### src/rtl/sram_lane_pkg.sv
package sram_lane_pkg;

  typedef enum logic [2:0] {
    PH_IDLE,
    PH_NOP,
    PH_GAP,
    PH_WR,
    PH_REC,
    PH_RD
  } phase_e;

  function automatic int ns_to_cyc(input int ns, input int clk_ns);
    return (ns + clk_ns - 1) / clk_ns;
  endfunction

  function automatic int imax(input int a, input int b);
    return (a > b) ? a : b;
  endfunction

endpackage

### src/rtl/sram_lane_timer.sv
module sram_lane_timer #(
  parameter int CNT_W = 4
) (
  input  logic             clk,
  input  logic             rst_n,
  input  logic             load,
  input  logic [CNT_W-1:0] load_val,
  output logic             zero
);

  logic [CNT_W-1:0] cnt_q;

  always_ff @(posedge clk or negedge rst_n) begin
    if (!rst_n) begin
      cnt_q <= '0;
    end else if (load) begin
      cnt_q <= load_val;
    end else if (cnt_q != '0) begin
      cnt_q <= cnt_q - 1'b1;
    end
  end

  assign zero = (cnt_q == '0);

endmodule

### src/rtl/sram_lane_fsm.sv
module sram_lane_fsm
  import sram_lane_pkg::*;
#(
  parameter int CNT_W   = 4,
  parameter int WP_CYC  = 5,
  parameter int REC_CYC = 2,
  parameter int RD_CYC  = 7,
  parameter int TA_CYC  = 3
) (
  input  logic   clk,
  input  logic   rst_n,
  input  logic   req_valid,
  input  logic   req_write,
  input  logic   be_any,
  output logic   req_ready,
  output logic   accept,
  output phase_e phase_d,
  output logic   capture
);

  localparam logic [CNT_W-1:0] WP_LD  = CNT_W'(WP_CYC - 1);
  localparam logic [CNT_W-1:0] REC_LD = CNT_W'(REC_CYC - 1);
  localparam logic [CNT_W-1:0] RD_LD  = CNT_W'(RD_CYC - 1);
  localparam logic [CNT_W-1:0] TA_LD  = CNT_W'(TA_CYC - 1);

  phase_e           phase_q;
  logic             cyc_load;
  logic [CNT_W-1:0] cyc_val;
  logic             cyc_zero;
  logic             ta_load;
  logic             ta_zero;

  // interval counter for the current phase
  sram_lane_timer #(.CNT_W(CNT_W)) u_cyc_timer (
    .clk      (clk),
    .rst_n    (rst_n),
    .load     (cyc_load),
    .load_val (cyc_val),
    .zero     (cyc_zero)
  );

  // bus turnaround counter, started when a read releases the bus
  sram_lane_timer #(.CNT_W(CNT_W)) u_ta_timer (
    .clk      (clk),
    .rst_n    (rst_n),
    .load     (ta_load),
    .load_val (TA_LD),
    .zero     (ta_zero)
  );

  assign req_ready = (phase_q == PH_IDLE);

  always_comb begin
    phase_d  = phase_q;
    accept   = 1'b0;
    capture  = 1'b0;
    cyc_load = 1'b0;
    cyc_val  = '0;
    ta_load  = 1'b0;
    unique case (phase_q)
      PH_IDLE: begin
        if (req_valid) begin
          accept = 1'b1;
          if (!be_any) begin
            phase_d = PH_NOP;
          end else if (req_write) begin
            if (ta_zero) begin
              phase_d  = PH_WR;
              cyc_load = 1'b1;
              cyc_val  = WP_LD;
            end else begin
              phase_d = PH_GAP;
            end
          end else begin
            phase_d  = PH_RD;
            cyc_load = 1'b1;
            cyc_val  = RD_LD;
          end
        end
      end
      PH_NOP: phase_d = PH_IDLE;
      PH_GAP: begin
        if (ta_zero) begin
          phase_d  = PH_WR;
          cyc_load = 1'b1;
          cyc_val  = WP_LD;
        end
      end
      PH_WR: begin
        if (cyc_zero) begin
          phase_d  = PH_REC;
          cyc_load = 1'b1;
          cyc_val  = REC_LD;
        end
      end
      PH_REC: begin
        if (cyc_zero) phase_d = PH_IDLE;
      end
      PH_RD: begin
        if (cyc_zero) begin
          phase_d = PH_IDLE;
          capture = 1'b1;
          ta_load = 1'b1;
        end
      end
      default: phase_d = PH_IDLE;
    endcase
  end

  always_ff @(posedge clk or negedge rst_n) begin
    if (!rst_n) phase_q <= PH_IDLE;
    else        phase_q <= phase_d;
  end

endmodule

### src/rtl/sram_lane_pins.sv
module sram_lane_pins
  import sram_lane_pkg::*;
#(
  parameter int ADDR_W = 19,
  parameter int DATA_W = 16,
  parameter int LANES  = 2
) (
  input  logic              clk,
  input  logic              rst_n,
  input  logic              accept,
  input  logic [ADDR_W-1:0] req_addr,
  input  logic [DATA_W-1:0] req_wdata,
  input  logic [LANES-1:0]  req_be,
  input  phase_e            phase_d,
  input  logic              capture,
  input  logic [DATA_W-1:0] mem_dq_in,
  output logic              mem_ce_n,
  output logic              mem_ce,
  output logic              mem_we_n,
  output logic              mem_oe_n,
  output logic [LANES-1:0]  mem_bs_n,
  output logic [ADDR_W-1:0] mem_addr,
  output logic [DATA_W-1:0] mem_dq_out,
  output logic              mem_dq_oe,
  output logic              rsp_valid,
  output logic [DATA_W-1:0] rsp_data
);

  localparam int LANE_W = DATA_W / LANES;

  logic [LANES-1:0]  be_q;
  logic [LANES-1:0]  be_eff;
  logic [LANES-1:0]  bs_n_d;
  logic [DATA_W-1:0] cap_d;
  logic              sel_d;

  assign be_eff = accept ? req_be : be_q;
  assign sel_d  = (phase_d == PH_WR) || (phase_d == PH_RD);

  for (genvar i = 0; i < LANES; i++) begin : g_lane
    assign bs_n_d[i] = ~(sel_d & be_eff[i]);
    assign cap_d[i*LANE_W +: LANE_W] =
      be_q[i] ? mem_dq_in[i*LANE_W +: LANE_W] : '0;
  end

  // request fields held for the whole operation
  always_ff @(posedge clk or negedge rst_n) begin
    if (!rst_n) begin
      be_q       <= '0;
      mem_addr   <= '0;
      mem_dq_out <= '0;
    end else if (accept) begin
      be_q       <= req_be;
      mem_addr   <= req_addr;
      mem_dq_out <= req_wdata;
    end
  end

  // strobes registered from the next phase so they never glitch
  always_ff @(posedge clk or negedge rst_n) begin
    if (!rst_n) begin
      mem_ce_n  <= 1'b1;
      mem_ce    <= 1'b0;
      mem_we_n  <= 1'b1;
      mem_oe_n  <= 1'b1;
      mem_bs_n  <= '1;
      mem_dq_oe <= 1'b0;
    end else begin
      mem_ce_n  <= ~sel_d;
      mem_ce    <= sel_d;
      mem_we_n  <= ~(phase_d == PH_WR);
      mem_oe_n  <= ~(phase_d == PH_RD);
      mem_bs_n  <= bs_n_d;
      mem_dq_oe <= (phase_d == PH_WR) || (phase_d == PH_REC);
    end
  end

  always_ff @(posedge clk or negedge rst_n) begin
    if (!rst_n) begin
      rsp_valid <= 1'b0;
      rsp_data  <= '0;
    end else begin
      rsp_valid <= capture;
      if (capture) rsp_data <= cap_d;
    end
  end

  AST_WE_OE_EXCL: assert property (@(posedge clk) disable iff (!rst_n)
    !(!mem_we_n && !mem_oe_n));
  AST_DRIVE_NOT_READ: assert property (@(posedge clk) disable iff (!rst_n)
    mem_dq_oe |-> mem_oe_n);
  AST_STROBE_NEEDS_SEL: assert property (@(posedge clk) disable iff (!rst_n)
    !(&mem_bs_n) |-> (!mem_ce_n && mem_ce));
  AST_RSP_PULSE: assert property (@(posedge clk) disable iff (!rst_n)
    rsp_valid |=> !rsp_valid);

endmodule

### src/rtl/sram_lane_ctrl.sv
module sram_lane_ctrl
  import sram_lane_pkg::*;
#(
  parameter int ADDR_W   = 19,
  parameter int DATA_W   = 16,
  parameter int LANES    = 2,
  parameter int CLK_NS   = 10,
  parameter int T_WP_NS  = 50,
  parameter int T_DW_NS  = 30,
  parameter int T_WC_NS  = 70,
  parameter int T_ACC_NS = 70,
  parameter int T_RC_NS  = 70,
  parameter int T_HZ_NS  = 30
) (
  input  logic              clk,
  input  logic              rst_n,
  input  logic              req_valid,
  output logic              req_ready,
  input  logic              req_write,
  input  logic [ADDR_W-1:0] req_addr,
  input  logic [DATA_W-1:0] req_wdata,
  input  logic [LANES-1:0]  req_be,
  output logic              rsp_valid,
  output logic [DATA_W-1:0] rsp_data,
  output logic              mem_ce_n,
  output logic              mem_ce,
  output logic              mem_we_n,
  output logic              mem_oe_n,
  output logic [LANES-1:0]  mem_bs_n,
  output logic [ADDR_W-1:0] mem_addr,
  output logic [DATA_W-1:0] mem_dq_out,
  output logic              mem_dq_oe,
  input  logic [DATA_W-1:0] mem_dq_in
);

  // every limit rounded up to whole cycles
  localparam int WP_CYC  = imax(ns_to_cyc(T_WP_NS, CLK_NS), ns_to_cyc(T_DW_NS, CLK_NS));
  localparam int REC_CYC = imax(ns_to_cyc(T_WC_NS, CLK_NS) - WP_CYC, 1);
  localparam int RD_CYC  = imax(ns_to_cyc(T_ACC_NS, CLK_NS), ns_to_cyc(T_RC_NS, CLK_NS));
  localparam int TA_CYC  = imax(ns_to_cyc(T_HZ_NS, CLK_NS), 1);
  localparam int CNT_MAX = imax(imax(WP_CYC, REC_CYC), imax(RD_CYC, TA_CYC));
  localparam int CNT_W   = $clog2(CNT_MAX + 1);
  localparam int SR_W    = $clog2(TA_CYC + 1);
  localparam logic [SR_W-1:0] TA_V = SR_W'(TA_CYC);

  logic   accept;
  logic   capture;
  phase_e phase_d;

  sram_lane_fsm #(
    .CNT_W   (CNT_W),
    .WP_CYC  (WP_CYC),
    .REC_CYC (REC_CYC),
    .RD_CYC  (RD_CYC),
    .TA_CYC  (TA_CYC)
  ) u_fsm (
    .clk       (clk),
    .rst_n     (rst_n),
    .req_valid (req_valid),
    .req_write (req_write),
    .be_any    (|req_be),
    .req_ready (req_ready),
    .accept    (accept),
    .phase_d   (phase_d),
    .capture   (capture)
  );

  sram_lane_pins #(
    .ADDR_W (ADDR_W),
    .DATA_W (DATA_W),
    .LANES  (LANES)
  ) u_pins (
    .clk        (clk),
    .rst_n      (rst_n),
    .accept     (accept),
    .req_addr   (req_addr),
    .req_wdata  (req_wdata),
    .req_be     (req_be),
    .phase_d    (phase_d),
    .capture    (capture),
    .mem_dq_in  (mem_dq_in),
    .mem_ce_n   (mem_ce_n),
    .mem_ce     (mem_ce),
    .mem_we_n   (mem_we_n),
    .mem_oe_n   (mem_oe_n),
    .mem_bs_n   (mem_bs_n),
    .mem_addr   (mem_addr),
    .mem_dq_out (mem_dq_out),
    .mem_dq_oe  (mem_dq_oe),
    .rsp_valid  (rsp_valid),
    .rsp_data   (rsp_data)
  );

  // cycles since the output enable was last low, saturating at TA
  logic [SR_W-1:0] since_rd_q;
  always_ff @(posedge clk or negedge rst_n) begin
    if (!rst_n)             since_rd_q <= TA_V;
    else if (!mem_oe_n)     since_rd_q <= '0;
    else if (since_rd_q != TA_V) since_rd_q <= since_rd_q + 1'b1;
  end

  AST_TURNAROUND_GAP: assert property (@(posedge clk) disable iff (!rst_n)
    $rose(mem_dq_oe) |-> (since_rd_q >= TA_V));
  AST_READY_QUIET: assert property (@(posedge clk) disable iff (!rst_n)
    req_ready |-> (mem_ce_n && !mem_ce && mem_we_n && mem_oe_n && (&mem_bs_n)));

endmodule

### config.mk
export PLATFORM = sky130hd
export DESIGN_NAME = sram_lane_ctrl
export DESIGN_NICKNAME = d
export VERILOG_FILES = /design/src/rtl/sram_lane_pkg.sv /design/src/rtl/sram_lane_timer.sv /design/src/rtl/sram_lane_fsm.sv /design/src/rtl/sram_lane_pins.sv /design/src/rtl/sram_lane_ctrl.sv
export SDC_FILE = /design/constraint.sdc
export NUM_CORES = 1
export LEC_CHECK = 0
export ABC_AREA = 0
export BUFFER_PORTS_ARGS = -buffer_cell sky130_fd_sc_hd__buf_2
export CELL_PAD_IN_SITES_DETAIL_PLACEMENT = 1
export CELL_PAD_IN_SITES_GLOBAL_PLACEMENT = 1
export CORE_MARGIN = 10
export CORE_UTILIZATION = 35
export DETAILED_ROUTE_END_ITERATION = 12
export PLACE_DENSITY = 0.88
export SLEW_MARGIN = 10
export SYNTH_ARGS = -nofsm -noshare
export SYNTH_HDL_FRONTEND = slang
export SYNTH_SLANG_ARGS = --single-unit
### constraint.sdc
create_clock -name clk -period 3.98 [get_ports clk]
set_input_delay 0.398 -clock clk [delete_from_list [all_inputs] [get_ports clk]]
set_output_delay 0.398 -clock clk [all_outputs]
set_load 0.05 [all_outputs]
==> impl_metrics.toml <==
[cells_and_area]
most-common-layout-cells = "sky130_fd_sc_hd__nand2_1, sky130_fd_sc_hd__buf_2, sky130_fd_sc_hd__dfrtp_1, sky130_fd_sc_hd__nand3_1, sky130_fd_sc_hd__clkbuf_8"
sequential_cell_area_um2 = 1758
antenna-diode-count = 0
filler_cell_count = 953
final_core_utilization = 0.4764
post_route_cells_drive_above_1_share = 0.3532
fin_nets = 475
layout_commonest_cell = "sky130_fd_sc_hd__nand2_1"
areaGrowthSynthToFinish_pct = 30.31
combined_area_of_the_multi_input_logic_cells_um2 = 994.7

[global_route]
grt_pass1_wl_mm = 14.12
all_layer_gr_usage = 0.1398
grt_start_max_net_pins = 44
grt_antenna_before_repair = 1
number_of_global_route_vias_before_repair = 2648
overflow_after_grt = 0

[route]
met3WireLength_um = 603
highest_layer = "met5"
drcViolationCount = 0
m1WireLength_mm = 3.718
detailedRoute.firstPassIterationCount = 4
drt-total-wl_mm = 8.491
via_to_cell_ratio = 4.635
routed-via-count = 2415
postRouteAntennaNets = 0
first_iter_violations = 59
wire_length_per_cell_um = 16.30
route.met2.wl_mm = 4.075

[placement]
portBuffers = 116
dp_slack_ns = 1.812
gpl.final_weighted_congestion = 0.8152
dp.final_hpwl_mm = 6.542

[floorplanning]
floorplan.die.width_um = 110.5
num_rows = 32
start_util = 0.3656
design.core.area_um2 = 7848
design.die.area_um2 = 12220
io-pin-count = 117
dieHeight_um = 110.5

[synth]
yosysUniqueCellTypes = 35
ys_warn_count = 0
syn_avg_cell_area_um2 = 9.532
synth-seq-cells = 70
syn_nets = 362
syn_inst = 301
netlist_area_um2 = 2869
synth_seq_area_share = 0.6127

[critical_path]
data_required_time_of_the_critical_path_ns = 4.25
ff2ff_path_depth = 7
timing.critical_path.fanout_max = 19
cp-end-kind = "flip-flop"
critPathArrivalTime_ns = 2.40
critPathKind = "flip-flop to flip-flop"
cp-start-kind = "flip-flop"

[pwr]
power_frac_seq = 0.323
worst_ir_drop_vdd_uv = 327.8
share_comb_of_total_power = 0.502
cell_internal_pwr_mw = 1.857
share_clk_of_total_power = 0.174
leakage_component_of_the_power_nw = 2.031
power.density_cell_area_nw_per_um2 = 1011
power_mw = 3.779
p_sw_mw = 1.923
switching_portion_of_total_power = 0.5087

[timing]
timing.slew.headroom = 0.3513
fin_crit_ns = 2.137
setup-tns-final_ns = 0
portion_of_the_clock_cycle_consumed_by_the_worst_path_in_the_final_layout = 0.5371
fin_ws_ns = 1.843
fin_skew_ns = 0.01157
hold_viol = 0
final-max-slew-violation-count = 0
report.final.setup_viol = 0
unrepaired_setup_endpoints_after_global_routing = "no"
max_slew.worst_pin.slew_ns = 0.9730
achievable-frequency_mhz = 467.8

[clock_network]
post_cts.resized_instances = 0
clock_latency_ns = 0.34
cts_setup_buffers = 0
root_buffer = "sky130_fd_sc_hd__clkbuf_8"
clock_sink_count = 70
clk_pin_slew_worst_paths_ns = 0.08
ctsHoldBuffers = 0
clock_tree_from_tritoncts = "built"
cts_bufs_inserted = 9
max-clock-path-buffers = 2
ctsHtreeMaxLevel = 3

[run]
timing.max_cap.violations = 0

[status]
outcome = "finished clean"

[hold_path]
worst_hold_path_class = "input pin to async pin"
## area by class of cell
type                            instances  area share
Multi-Input combinational cell        207      0.2661
Tap cell                              102     0.03414
Timing Repair Buffer                  118      0.1593
Clock inverter                          5     0.02175
Clock buffer                           11     0.04050
Sequential cell                        70      0.4702
Inverter                                8    0.008032
## sequential cells by signal (all words and copies together), names as in the netlist
name,flops
u_pins.mem_addr,19
u_pins.mem_ce_n,1
u_pins.rsp_data,16
u_fsm.phase_q,3
u_pins.mem_oe_n,1
u_pins.mem_we_n,1
u_pins.mem_dq_out,16
u_pins.mem_dq_oe,1
u_fsm.u_cyc_timer.cnt_q,3
u_pins.mem_ce,1
u_pins.rsp_valid,1
u_pins.be_q,2
u_pins.mem_bs_n,2
u_fsm.u_ta_timer.cnt_q,3
## cells by family (layout without fill, tap and decap cells)
group	count (synthesis)	in the layout	synth area share
simple gates	183	183	0.2621
flops	70	70	0.6127
buf+inv	24	142	0.04056
compound gates	15	15	0.04797
fa+ha+maj	4	4	0.01745
mux	3	3	0.01308
xor+xnor	2	2	0.006107
## final timing paths
check	startpoint	end	slack, ns
setup / recovery	u_fsm.u_cyc_timer.cnt_q[0]	u_pins.rsp_data[5]	1.84
min in group clk	req_wdata[0]	u_pins.mem_dq_out[0]	0.25
setup reg to reg	u_fsm.u_cyc_timer.cnt_q[0]	u_pins.rsp_data[5]	1.84
hold reg to reg	u_pins.rsp_data[14]	u_pins.rsp_data[14]	0.47
max in group asynchronous	rst_n	u_pins.mem_ce_n	2.79
hold / removal	rst_n	u_pins.rsp_data[9]	0.21
## metrics by stage
step / hold slack, ns / instance area [um2] / std cells
global route: 0.2304 / 3739 / 521
finish: 0.2109 / 3739 / 521
CTS: 0.2291 / 3739 / 521
global placement: 0.4456 / 3506 / 505
detailed placement: 0.4570 / 3506 / 505
floorplan: 0.1024 / 2869 / 301
## power by group through the flow
stage,sequential (mW),clock [mW],combinational (mW)
global placement,1.22,0,1.87
detailed placement,1.24,0,1.93
CTS,1.23,0.680,1.93
global route,1.27,0.719,2.06
floorplan,2.06,0,0.617
finish,1.22,0.658,1.90
## per-layer routing
metal  up-vias  global-route usage
met5         -                   0
met4         2             0.04577
met3         9             0.05186
met2        83              0.2214
met1      1152              0.1714
li1       1169                   -
## critical path, stage by stage (launching register included)
cell and delay [ns]:
sky130_fd_sc_hd__dfrtp_1 0.37, sky130_fd_sc_hd__inv_1 0.09, sky130_fd_sc_hd__ha_1 0.15, sky130_fd_sc_hd__ha_1 0.41, sky130_fd_sc_hd__nand3_2 0.43, sky130_fd_sc_hd__inv_2 0.39
sky130_fd_sc_hd__nand3_1 0.13, sky130_fd_sc_hd__nand2_1 0.09
## cells in the mapped netlist, drive strengths merged
cell | instances | area (um2)
o21ai | 4 | 23.77
buf | 9 | 60.06
o32ai | 1 | 8.760
a32oi | 1 | 16.27
inv | 8 | 30.03
clkbuf | 7 | 26.28
nand2 | 147 | 554.3
mux2 | 3 | 37.53
nor4 | 1 | 6.260
a31oi | 2 | 12.51
nor2 | 8 | 30.03
o211ai | 3 | 22.52
dfstp | 5 | 131.4
o211a | 1 | 10.01
dfrtp | 65 | 1627
and3 | 1 | 6.260
ha | 4 | 50.05
and2 | 1 | 6.260
nor2b | 3 | 18.77
nor3 | 1 | 16.27
nand3 | 19 | 100.1
xor2 | 2 | 17.52
o31ai | 1 | 12.51
nand2b | 1 | 6.260
a21oi | 1 | 5.000
a221oi | 1 | 26.28
nor3b | 1 | 7.510
Power figures use the tool's default switching activity.
